**src/rtl/llsc_pkg.sv**
```systemverilog
package llsc_pkg;
  localparam logic [5:0] OP_LOAD_LINK  = 6'h1B;
  localparam logic [5:0] OP_STORE_COND = 6'h33;
  localparam int OPC_HI = 31;
  localparam int OPC_LO = 26;

  typedef enum logic [1:0] {
    SZ_BYTE = 2'd0,
    SZ_HALF = 2'd1,
    SZ_WORD = 2'd2
  } storeSize_e;

  typedef struct packed {
    logic setResv;
    logic clearResv;
    logic scWrite;
    logic plainWrite;
  } resvCtrl_t;
endpackage

```
**src/rtl/llsc_decode.sv**
```systemverilog
module llsc_decode
  import llsc_pkg::*;
(
  input  logic        opValid,
  input  logic [31:0] instr,
  input  logic        plainStoreIn,
  output logic        isLoadLink,
  output logic        isStoreCond,
  output logic        isPlainStore
);
  logic [5:0] majorOp;

  always_comb begin
    majorOp      = instr[OPC_HI:OPC_LO];
    isLoadLink   = opValid && (majorOp == OP_LOAD_LINK);
    isStoreCond  = opValid && (majorOp == OP_STORE_COND);
    isPlainStore = opValid && plainStoreIn && !isLoadLink && !isStoreCond;
  end
endmodule

```
**src/rtl/llsc_ctrl.sv**
```systemverilog
module llsc_ctrl
  import llsc_pkg::*;
(
  input  logic      isLoadLink,
  input  logic      isStoreCond,
  input  logic      isPlainStore,
  input  logic      misaligned,
  input  logic      hitExact,
  input  logic      hitWord,
  output resvCtrl_t ctrl,
  output logic      scOk,
  output logic      flagWe,
  output logic      alignFault,
  output logic      readStrobe
);
  logic llGo;
  logic scGo;

  always_comb begin
    alignFault = (isLoadLink || isStoreCond) && misaligned;
    llGo       = isLoadLink && !misaligned;
    scGo       = isStoreCond && !misaligned;
    scOk       = scGo && hitExact;
    flagWe     = scGo;
    readStrobe = llGo;

    ctrl.setResv    = llGo;
    ctrl.clearResv  = scGo || (isPlainStore && hitWord);
    ctrl.scWrite    = scOk;
    ctrl.plainWrite = isPlainStore;
  end
endmodule

```
**src/rtl/llsc_datapath.sv**
```systemverilog
module llsc_datapath
  import llsc_pkg::*;
#(
  parameter int ADDR_W = 32,
  parameter int DATA_W = 32
) (
  input  logic                clk,
  input  logic                rstN,
  input  resvCtrl_t           ctrl,
  input  logic [ADDR_W-1:0]   addrIn,
  input  logic [DATA_W-1:0]   dataIn,
  input  logic [1:0]          widthIn,
  output logic                misaligned,
  output logic                hitExact,
  output logic                hitWord,
  output logic                resvFlag,
  output logic [ADDR_W-1:0]   resvWord,
  output logic                wrEn,
  output logic [DATA_W/8-1:0] wrLanes,
  output logic [ADDR_W-1:0]   wrAddr,
  output logic [DATA_W-1:0]   wrData
);
  localparam int LANES = DATA_W / 8;
  localparam int OFF_W = $clog2(LANES);
  localparam int HALVES = LANES / 2;

  logic [ADDR_W-1:0]  alignedAddr;
  logic [LANES-1:0]   byteLane;
  logic [LANES-1:0]   halfLane;
  logic [DATA_W-1:0]  byteRep;
  logic [DATA_W-1:0]  halfRep;
  storeSize_e         sizeSel;

  always_comb begin
    alignedAddr = {addrIn[ADDR_W-1:OFF_W], {OFF_W{1'b0}}};
    misaligned  = addrIn[OFF_W-1:0] != '0;
    hitExact    = resvFlag && (addrIn == resvWord);
    hitWord     = resvFlag && (alignedAddr == resvWord);
    sizeSel     = storeSize_e'(widthIn);
  end

  always_comb begin
    byteLane = '0;
    byteLane[addrIn[OFF_W-1:0]] = 1'b1;
    halfLane = '0;
    halfLane[{addrIn[OFF_W-1:1], 1'b0}]      = 1'b1;
    halfLane[{addrIn[OFF_W-1:1], 1'b0} + 1]  = 1'b1;
  end

  for (genvar g = 0; g < LANES; g++) begin : gByteRep
    assign byteRep[g*8 +: 8] = dataIn[7:0];
  end
  for (genvar g = 0; g < HALVES; g++) begin : gHalfRep
    assign halfRep[g*16 +: 16] = dataIn[15:0];
  end

  always_comb begin
    wrEn    = ctrl.scWrite || ctrl.plainWrite;
    wrAddr  = alignedAddr;
    wrLanes = '0;
    wrData  = '0;
    if (ctrl.scWrite) begin
      wrLanes = '1;
      wrData  = dataIn;
    end else if (ctrl.plainWrite) begin
      case (sizeSel)
        SZ_BYTE: begin wrLanes = byteLane; wrData = byteRep; end
        SZ_HALF: begin wrLanes = halfLane; wrData = halfRep; end
        default: begin wrLanes = '1;       wrData = dataIn;  end
      endcase
    end
  end

  always_ff @(posedge clk) begin
    if (!rstN) begin
      resvFlag <= 1'b0;
      resvWord <= '0;
    end else if (ctrl.setResv) begin
      resvFlag <= 1'b1;
      resvWord <= addrIn;
    end else if (ctrl.clearResv) begin
      resvFlag <= 1'b0;
    end
  end
endmodule

```
**src/rtl/llsc_resv_unit.sv**
```systemverilog
module llsc_resv_unit
  import llsc_pkg::*;
#(
  parameter int ADDR_W = 32,
  parameter int DATA_W = 32
) (
  input  logic                clk,
  input  logic                rstN,
  input  logic                memValid,
  input  logic [31:0]         instrWord,
  input  logic                plainStore,
  input  logic [1:0]          storeWidth,
  input  logic [ADDR_W-1:0]   effAddr,
  input  logic [DATA_W-1:0]   storeData,
  output logic                memWe,
  output logic [DATA_W/8-1:0] memByteEn,
  output logic [ADDR_W-1:0]   memAddr,
  output logic [DATA_W-1:0]   memWdata,
  output logic                llRead,
  output logic                scSuccess,
  output logic                condFlagWe,
  output logic                alignErr,
  output logic                resvValid,
  output logic [ADDR_W-1:0]   resvAddr
);
  logic      isLl;
  logic      isSc;
  logic      isSt;
  logic      misaligned;
  logic      hitExact;
  logic      hitWord;
  resvCtrl_t ctrl;

  llsc_decode uDecode (
    .opValid      (memValid),
    .instr        (instrWord),
    .plainStoreIn (plainStore),
    .isLoadLink   (isLl),
    .isStoreCond  (isSc),
    .isPlainStore (isSt)
  );

  llsc_ctrl uCtrl (
    .isLoadLink   (isLl),
    .isStoreCond  (isSc),
    .isPlainStore (isSt),
    .misaligned   (misaligned),
    .hitExact     (hitExact),
    .hitWord      (hitWord),
    .ctrl         (ctrl),
    .scOk         (scSuccess),
    .flagWe       (condFlagWe),
    .alignFault   (alignErr),
    .readStrobe   (llRead)
  );

  llsc_datapath #(.ADDR_W(ADDR_W), .DATA_W(DATA_W)) uPath (
    .clk        (clk),
    .rstN       (rstN),
    .ctrl       (ctrl),
    .addrIn     (effAddr),
    .dataIn     (storeData),
    .widthIn    (storeWidth),
    .misaligned (misaligned),
    .hitExact   (hitExact),
    .hitWord    (hitWord),
    .resvFlag   (resvValid),
    .resvWord   (resvAddr),
    .wrEn       (memWe),
    .wrLanes    (memByteEn),
    .wrAddr     (memAddr),
    .wrData     (memWdata)
  );
endmodule

```
**config.mk**
```make
export PLATFORM = sky130hd
export DESIGN_NAME = llsc_resv_unit
export DESIGN_NICKNAME = d
export VERILOG_FILES = /design/src/rtl/llsc_pkg.sv /design/src/rtl/llsc_decode.sv /design/src/rtl/llsc_ctrl.sv /design/src/rtl/llsc_datapath.sv /design/src/rtl/llsc_resv_unit.sv
export SDC_FILE = /design/constraint.sdc
export NUM_CORES = 1
export LEC_CHECK = 0
export BUFFER_PORTS_ARGS = -buffer_cell sky130_fd_sc_hd__buf_2
export CAP_MARGIN = 10
export CORE_AREA = 4 4 110 91
export DETAILED_ROUTE_END_ITERATION = 8
export DIE_AREA = 0 0 114 95
export GPL_TIMING_DRIVEN = 0
export PLACE_DENSITY = 0.71
export SYNTH_ARGS = -nofsm -noshare
export SYNTH_HDL_FRONTEND = slang
export SYNTH_HIERARCHICAL = 1
export SYNTH_SLANG_ARGS = --single-unit
```
**constraint.sdc**
```tcl
create_clock -name clk -period 3.5 [get_ports clk]
set_input_delay 0.7 -clock clk [delete_from_list [all_inputs] [get_ports clk]]
set_output_delay 0.7 -clock clk [all_outputs]
set_load 0.05 [all_outputs]
```
==> run summary <==
fmax: 276.1 MHz
Tot GR Track Use: 0.1662
Slew Limit Fails: 0
Post-DP HPWL: 7.491 mm
via count: 3012
Buffers on Ports: 178
max_slew headroom: 0.4307
fillers: 819
clock buffer count from CTS: 5
H-tree levels: 2
Final Hold Fails: 0
reg2reg start: uPath/resvWord[27]$_SDFFE_PN0P_
Unique masters post-synth: 33
yosys warns: 6
Die Span Y: 95 um
largest net degree at the start of global routing: 11
fin crit period: 3.622 ns
Post-synth EDFFs: 0
status: complete, but fails checks
Hold Crit Class: reg -> reg
average size of a mapped cell: 8.017 um^2
drt pass-1 iters: 4
Hold Crit Depth: 2
Final WS setup: -0.1223 ns
Nets: 621
CTS Sinks: 33
NetSw: 0.4571 mW
final cell count without fillers: 635
setup violators final: 26
Cell Rows: 31
worst setup path class: in -> out
I/O pin total: 208
Peak VDD IR: 0.0001609 V
vias in the first global route: 2880
share of cells above drive strength 1: 0.6231
hold path startpoint: uPath/resvWord[29]$_SDFFE_PN0P_
remaining routing DRC violations: 0
clock skew: 0.003765 ns
PwrDens: 273.4 nW/um^2
Worst Reg-to-Reg Cells: 8
Switching Fraction: 0.3479
first-pass GRT wire length: 14.37 mm
reg-to-reg endpoint: uPath/resvFlag$_SDFFE_PN0P_
Die Wd: 114 um
share of total power in combinational logic: 0.367
1st-iter DRT viols: 128
CP Max Fanout: 8
unrepaired setup endpoints after global routing: yes
Reg clk slew, reported paths: 0.05 ns
Tot Pwr: 1.314 mW
CTS root buf: clkbuf_16
clk_lat worst skew: 0.27 ns
Core Region: 8921 um^2
period utilization: 1.035
FFs w/ async S/R, synth: 0
Initial Utilization: 0.2912
gr ovfl total: 0
CTS tree: yes
WHS Endpoint: uPath/resvWord[29]$_SDFFE_PN0P_
Synth Cell Area: 2597 um^2
Cells after Synth: 324
Total Routed Length: 10.34 mm
layout overhead on the synthesized area: 85.02%
Seq cells post-synth: 33
Int Pwr: 0.8569 mW
Tightest Pin Transition: 0.8540 ns
clock power share: 0.346
deepest clock path buffer count: 2
Worst R2R Setup Slack: 1.43 ns
ANT cells: 0
WP data required: 2.80 ns
initial antenna violation count: 0
crit end category: output pin
startpoint type of the worst setup path: input pin
vias per cell: 4.743
Routed wire per std cell: 16.28 um
failing checks: setup timing
die footprint: 10830 um^2
Max-cap violations: 0
Post-synth top flop: dfxtp_1
antenna viol nets, final: 0
leak pwr: 2.152 nW
Placer Congestion: 0.9212
share of the yosys chip area belonging to registers: 0.2543
cell total after placement: 618
CP Data Arrival Time: 2.92 ns
sequential share of power: 0.287
per-stage QoR:
stage | setup TNS, ns | cell area (um^2) | hold slack [ns] | util | worst slack (ns)
5_1_grt | -4.122 | 4806 | 0.5656 | 0.5387 | -0.2093
3_3_place_gp | -14.57 | 3887 | 0.5306 | 0.4358 | -0.6060
4_1_cts | -1.817 | 4466 | 0.5473 | 0.5006 | -0.1181
2_1_floorplan | -1.708 | 2853 | 0.7645 | - | -0.1251
6_report | -1.398 | 4806 | 0.5441 | 0.5387 | -0.1223
3_5_place_dp | -16.77 | 3887 | 0.5373 | 0.4358 | -0.6820
cell usage after synthesis (2+ instances only):
cell      count  area (um^2)
nor2b_1      41        256.5
mux2i_1      40        400.4
buf_4        35        262.8
dfxtp_1      33        660.6
nand2_1      24        90.09
a21oi_1      18        90.09
xor2_1       17        148.9
o21ai_1      16        80.08
xnor2_1      16        140.1
nor2_1       13        48.80
clkbuf_1     12        45.04
o21ai_0      10        50.05
a22oi_1       8        60.06
inv_1         6        22.52
nor4_1        6        37.54
nand4_1       5        31.28
buf_2         4        20.02
nand2b_1      3        18.77
o21a_1        2        15.01
o21bai_1      2        15.01
layout make-up:
type | instances | area [um^2] | area share
timing repair buffer | 188 | 1284 | 0.2671
buffer | 51 | 386.6 | 0.08045
inverter | 6 | 22.52 | 0.004686
tap | 115 | 143.9 | 0.02994
sequential | 33 | 660.6 | 0.1375
multi-input combinational | 234 | 2151 | 0.4475
clock inverter | 1 | 5.005 | 0.001041
clock buffer | 7 | 152.6 | 0.03176
power groups by stage:
stage	Combinational, mW	Sequential, mW	Clock (mW)
after detailed placement	0.399	0.385	0
after global placement	0.393	0.385	0
after global routing	0.505	0.377	0.483
final	0.483	0.377	0.455
after CTS	0.450	0.377	0.464
after floorplan	0.277	0.386	0
how the worst max path moves through the flow:
stage               slack [ns]            to   startpoint
finish                   -0.12   memWdata[8]  effAddr[27]
global route             -0.21  memWdata[14]   effAddr[5]
CTS                      -0.12  memWdata[29]  effAddr[16]
detailed placement       -0.68  memWdata[18]  effAddr[27]
global placement         -0.61  memWdata[20]  effAddr[27]
floorplan                -0.13   memWdata[0]  effAddr[10]
sequential cells by signal (all words and copies together) (netlist names):
signal	flops
uPath/resvFlag	1
uPath/resvWord	32
critical path, stage by stage:
cell	delay, ns
buf_12	0.11
xnor2_4	0.15
nand4_1	0.12
or4_4	0.57
nor4_4	0.26
and2_4	0.20
or2_4	0.12
clkbuf_16	0.18
nor2_4	0.06
a21oi_2	0.16
o21ai_2	0.10
buf_6	0.17
cell families (layout without fill, tap and decap cells):
| logic type | Yosys count | after routing | share of synthesized area |
|---|---|---|---|
| flops | 33 | 33 | 0.2543 |
| simple gates | 101 | 101 | 0.2163 |
| mux | 40 | 40 | 0.1541 |
| xor+xnor | 33 | 33 | 0.1113 |
| compound gates | 58 | 58 | 0.1262 |
| buf+inv | 58 | 253 | 0.1363 |
| other cells | 1 | 2 | 0.001444 |
timing repair:
item | in CTS | in global routing
setup buffers | 2 | 6
resized for setup | 111 | 66
pin swaps | 24 | 24
gates cloned | 0 | 2
endpoints found under the hold margin | 0 | 0
endpoints found under the setup margin | 37 | 36
hold buffers | 0 | 0
layer usage:
layer  wire [um]  vias to the layer above  track usage
met5           0                        -            0
met4         163                        0      0.03660
met3         564                       20      0.02947
met2        5502                      118       0.2900
met1        4108                     1423       0.2145
li1            -                     1451            -
layout by cell type, fill, tap and decap left out, drive strengths merged, types with 16 or more instances in the layout:
master,n
a21oi,18
buf,227
clkbuf,19
dfxtp,33
mux2i,40
nand2,24
nor2b,42
o21ai,26
xnor2,16
xor2,17
Note: power is estimated with default switching activity, not from simulation.
